===== src/rtl/bilbo_pkg.sv =====
package bilbo_pkg;
    typedef enum logic [1:0] {
        MODE_SHIFT  = 2'b00,
        MODE_PATGEN = 2'b01,
        MODE_SIGN   = 2'b10,
        MODE_SYSTEM = 2'b11
    } bilbo_mode_e;
endpackage


===== src/rtl/bilbo_feedback.sv =====
// One autonomous step of the internal-XOR feedback shift register.
module bilbo_feedback #(
    parameter int          WIDTH = 8,
    parameter logic [WIDTH-1:0] POLY = 8'h1D
) (
    input  logic [WIDTH-1:0] q,
    output logic [WIDTH-1:0] step
);
    localparam int TOP = WIDTH - 1;

    logic fb;
    assign fb = q[TOP];

    for (genvar i = 0; i < WIDTH; i++) begin : g_stage
        if (i == 0) begin : g_first
            if (POLY[0]) begin : g_tap
                assign step[0] = fb;
            end else begin : g_notap
                assign step[0] = 1'b0;
            end
        end else begin : g_rest
            if (POLY[i]) begin : g_tap
                assign step[i] = q[i-1] ^ fb;
            end else begin : g_notap
                assign step[i] = q[i-1];
            end
        end
    end
endmodule


===== src/rtl/bilbo_next.sv =====
// Next-state selection for the four roles.
module bilbo_next
    import bilbo_pkg::*;
#(
    parameter int WIDTH = 8
) (
    input  bilbo_mode_e      mode,
    input  logic [WIDTH-1:0] q,
    input  logic [WIDTH-1:0] step,
    input  logic [WIDTH-1:0] par_in,
    input  logic             scan_in,
    output logic [WIDTH-1:0] nxt
);
    always_comb begin
        unique case (mode)
            MODE_SHIFT:  nxt = {q[WIDTH-2:0], scan_in};
            MODE_PATGEN: nxt = step;
            MODE_SIGN:   nxt = step ^ par_in;
            MODE_SYSTEM: nxt = par_in;
            default:     nxt = q;
        endcase
    end
endmodule


===== src/rtl/bilbo_register.sv =====
module bilbo_register
    import bilbo_pkg::*;
#(
    parameter int               WIDTH = 8,
    parameter logic [WIDTH-1:0] POLY  = 8'h1D
) (
    input  logic             clk,
    input  logic             rst_n,
    input  logic [1:0]       mode,
    input  logic [WIDTH-1:0] par_in,
    input  logic             scan_in,
    output logic [WIDTH-1:0] par_out,
    output logic             scan_out
);
    localparam int TOP = WIDTH - 1;

    bilbo_mode_e      cur_mode;
    logic [WIDTH-1:0] q;
    logic [WIDTH-1:0] step;
    logic [WIDTH-1:0] nxt;

    assign cur_mode = bilbo_mode_e'(mode);

    bilbo_feedback #(.WIDTH(WIDTH), .POLY(POLY)) i_feedback (
        .q    (q),
        .step (step)
    );

    bilbo_next #(.WIDTH(WIDTH)) i_next (
        .mode    (cur_mode),
        .q       (q),
        .step    (step),
        .par_in  (par_in),
        .scan_in (scan_in),
        .nxt     (nxt)
    );

    // State register
    always_ff @(posedge clk) begin
        if (!rst_n) q <= '0;
        else        q <= nxt;
    end

    // Outputs
    always_comb begin
        par_out  = q;
        scan_out = q[TOP];
    end

    // reset clears the register
    a_r1_reset_clear: assert property (@(posedge clk)
        !rst_n |=> par_out == '0);

    // system role captures the parallel word
    a_r2_system_load: assert property (@(posedge clk) disable iff (!rst_n)
        mode == 2'b11 |=> par_out == $past(par_in));

    // shift role moves bits toward the MSB and takes scan_in into bit 0
    a_r3_shift_move: assert property (@(posedge clk) disable iff (!rst_n)
        mode == 2'b00 |=> par_out == {$past(par_out[TOP-1:0]), $past(scan_in)});

    // the pattern role never falls into the all-zero state
    a_r5_no_zero: assert property (@(posedge clk) disable iff (!rst_n)
        (mode == 2'b01 && par_out != '0) |=> par_out != '0);

    // a step with MSB clear is a plain left shift
    a_r4_plain_shift: assert property (@(posedge clk) disable iff (!rst_n)
        (mode == 2'b01 && !scan_out) |=> par_out == {$past(par_out[TOP-1:0]), 1'b0});
endmodule


===== config.mk =====
export PLATFORM = sky130hd
export DESIGN_NAME = bilbo_register
export DESIGN_NICKNAME = d
export VERILOG_FILES = /design/src/rtl/bilbo_pkg.sv /design/src/rtl/bilbo_feedback.sv /design/src/rtl/bilbo_next.sv /design/src/rtl/bilbo_register.sv
export SDC_FILE = /design/constraint.sdc
export NUM_CORES = 1
export LEC_CHECK = 0
export ABC_AREA = 1
export BUFFER_PORTS_ARGS = -buffer_cell sky130_fd_sc_hd__buf_2
export CAP_MARGIN = 20
export CORE_MARGIN = 5
export CORE_UTILIZATION = 44
export CTS_CLUSTER_SIZE = 12
export DETAILED_ROUTE_END_ITERATION = 16
export HOLD_SLACK_MARGIN = 0.02
export PLACE_DENSITY = 0.73
export SLEW_MARGIN = 20
export SYNTH_ARGS = -nofsm -noshare
export SYNTH_HDL_FRONTEND = slang
export SYNTH_HIERARCHICAL = 1
export SYNTH_SLANG_ARGS = --single-unit
export TNS_END_PERCENT = 5

===== constraint.sdc =====
create_clock -name clk -period 1 [get_ports clk]
set_input_delay 0.05 -clock clk [delete_from_list [all_inputs] [get_ports clk]]
set_output_delay 0.05 -clock clk [all_outputs]
set_load 0.01 [all_outputs]

==> flow_metrics.py <==
metrics = {
    "routing": {
        "totalWireLength_mm": 1.562,
        "drt_iter0_markers": 12,
        "drc_errors": 0,
        "ant_nets": 0,
        "dr.pass1.iters": 4,
        "wire_per_inst_um": 8.977,
        "vias": 765,
        "viasPerCell": 4.397,
    },
    "clock_network": {
        "post-cts-setup-buffers": 0,
        "clock-sinks": 8,
        "path_clk_slew_ps": 60,
        "root_buffer": "clkbuf_4",
        "tritoncts": "built",
        "htree_levels": 1,
        "cts_hold_buf": 0,
        "cts_buffers": 3,
        "clk_path_buf_depth": 2,
        "clkLatencyLatePin_ps": 250,
    },
    "logic_synthesis": {
        "synth_seq_cells": 8,
        "synth.area.top_cells": "nand2_1, dfxtp_1, inv_1",
        "yosysWarnings": 6,
        "syn_inst": 137,
        "syn-num-nets": 150,
        "synth_top_area_cell": "nand2_1",
        "synth_top_area_share_pct": 42.71,
        "postSynthAreaPerCell_um2": 5.197,
        "netlist_area_um2": 711.9,
        "ys_types": 11,
        "ys_seq_area_share_pct": 22.50,
    },
    "grt": {
        "grt_pass1_wl_mm": 2.608,
        "grt_usage_pct": 13.22,
        "antenna_found_initial": 0,
        "gr-total-overflow": 0,
        "grt_pass1_vias": 639,
        "grt_max_degree": 11,
    },
    "critical_path": {
        "crit_end": "par_out[3]",
        "r2r-end": "par_out[3]",
        "crit_type": "reg2reg",
        "reg2reg_depth": 11,
        "r2r_setup_slack_ps": -20,
        "crit_path_end_kind": "flop",
        "required_ps": 1160,
        "reg2reg_from": "par_out[7]",
        "path_max_fanout": 6,
        "crit_start": "par_out[7]",
        "arrival_ps": 1180,
        "cp-start-kind": "flop",
    },
    "timing": {
        "layout_min_cycle_time_ps": 1018,
        "final.setup.worst_slack_ps": -18.00,
        "worstMarginPinSlew_ps": 227.7,
        "maxSlewViolCount": 0,
        "whs_ps": 81.11,
        "fin_skew_ps": 0.4991,
        "hold_viol": 0,
        "relSlewSlack_pct": 84.78,
        "period_share_pct": 101.8,
        "rsz0062_at_grt": "true",
        "setup_viol": 3,
        "timing.fmax_ghz": 0.9823,
    },
    "die": {
        "fp.dieW_um": 50.23,
        "ioPinCount": 22,
        "core_um2": 1524,
        "rows": 14,
        "dieArea_um2": 2523,
        "start_util_pct": 46.72,
        "die_h_um": 50.23,
    },
    "run": {
        "drv_cap": 0,
    },
    "hold_path": {
        "hold_class": "in2reg",
    },
    "layout": {
        "antenna-diode-count": 0,
        "mostFrequentLayoutCells": "nand2_1, inv_1, buf_2",
        "drive_gt1_share_pct": 27.85,
        "area.growth.synth_to_final_pct": 18.10,
        "nets": 173,
        "largest_reg_flops": 8,
        "final_common_cell": "nand2_1",
    },
    "power": {
        "max-vdd-ir-drop_mv": 0.6770,
        "total_power_w": 0.001011,
        "leakagePower_nw": 0.5880,
        "power_density_nw_per_um2": 1202,
    },
    "outcome": {
        "violations": "setup timing",
        "outcome": "finished with violations",
    },
    "placement": {
        "place_hpwl_mm": 1.204,
        "gp_congestion": 0.7464,
        "portBuffers": 21,
    },
}
[synthesized netlist by cell type]
master / count
buf_12: 1
buf_2: 1
buf_4: 6
buf_6: 1
clkinv_2: 2
dfxtp_1: 8
inv_1: 25
inv_2: 3
nand2_1: 81
nand3_1: 8
nor2_4: 1
[worst max-delay path, stage by stage (launching register included)]
cell and delay, ps:
dfxtp_4 390, inv_4 40, nand2_1 50, nand2_1 70, inv_1 50, nand2_1 40
nand2_1 60, nand2_1 50, nand2_1 50, nand2_1 40, nand2_1 50, inv_1 30
[kinds of logic (layout without fill, tap and decap cells)]
family | Yosys count | after routing | synth area share, %
flip-flops | 8 | 8 | 22.50
buffers and inverters | 39 | 60 | 27.59
AND/OR/NAND/NOR | 90 | 90 | 49.91
[worst min path at each step]
stage	startpoint	end	slack [ps]	cells after the start
6_report	rst_n	par_out[7]	80	3
3_5_place_dp	scan_in	par_out[0]	340	5
3_3_place_gp	scan_in	par_out[0]	350	5
2_1_floorplan	scan_in	par_out[0]	240	4
5_1_grt	rst_n	par_out[7]	100	3
4_1_cts	scan_in	par_out[0]	70	5
[power by group]
group	internal [W]	switching (W)	total [W]
Clock	0.000138	0.000117	0.000255
Combinational	0.000157	0.000209	0.000365
Sequential	0.000355	0.0000356	0.000391
[layer usage]
layer,part of all wire [%],routed length (um),GRT usage (%),vias to the layer above
li1,-,-,-,425
met1,47,732,15.63,318
met2,46,714,21.13,20
met3,6.8,106,5.917,2
met4,0.51,8,4.367,0
met5,0,0,0,-
[per-stage QoR]
stage | cells | worst slack [ps] | instance area [um^2] | utilization [%] | TNS, ps
3_5_place_dp | 171 | -26.99 | 802.0 | 52.63 | -39.74
5_1_grt | 174 | -130.3 | 840.8 | 55.17 | -407.4
4_1_cts | 174 | -21.79 | 828.3 | 54.35 | -33.52
6_report | 174 | -18.00 | 840.8 | 55.17 | -50.71
2_1_floorplan | 137 | 17.54 | 713.2 | - | 0
3_3_place_gp | 171 | -6.867 | 802.0 | 52.63 | -6.867
[what timing repair did]
action | 4_1_cts | 5_1_grt
setup endpoints to repair | 3 | 4
pin swaps | 3 | 2
gates resized for setup | 2 | 7
gates cloned | 0 | 0
[area by class of cell]
type | instances | area [um^2]
Clock buffer | 3 | 22.52
Fill cell | 164 | 683.2
Inverter | 30 | 117.6
Multi-Input combinational cell | 90 | 365.4
Sequential cell | 8 | 165.2
Tap cell | 16 | 20.02
Timing Repair Buffer | 27 | 150.1
(Power assumes the default switching activity.)
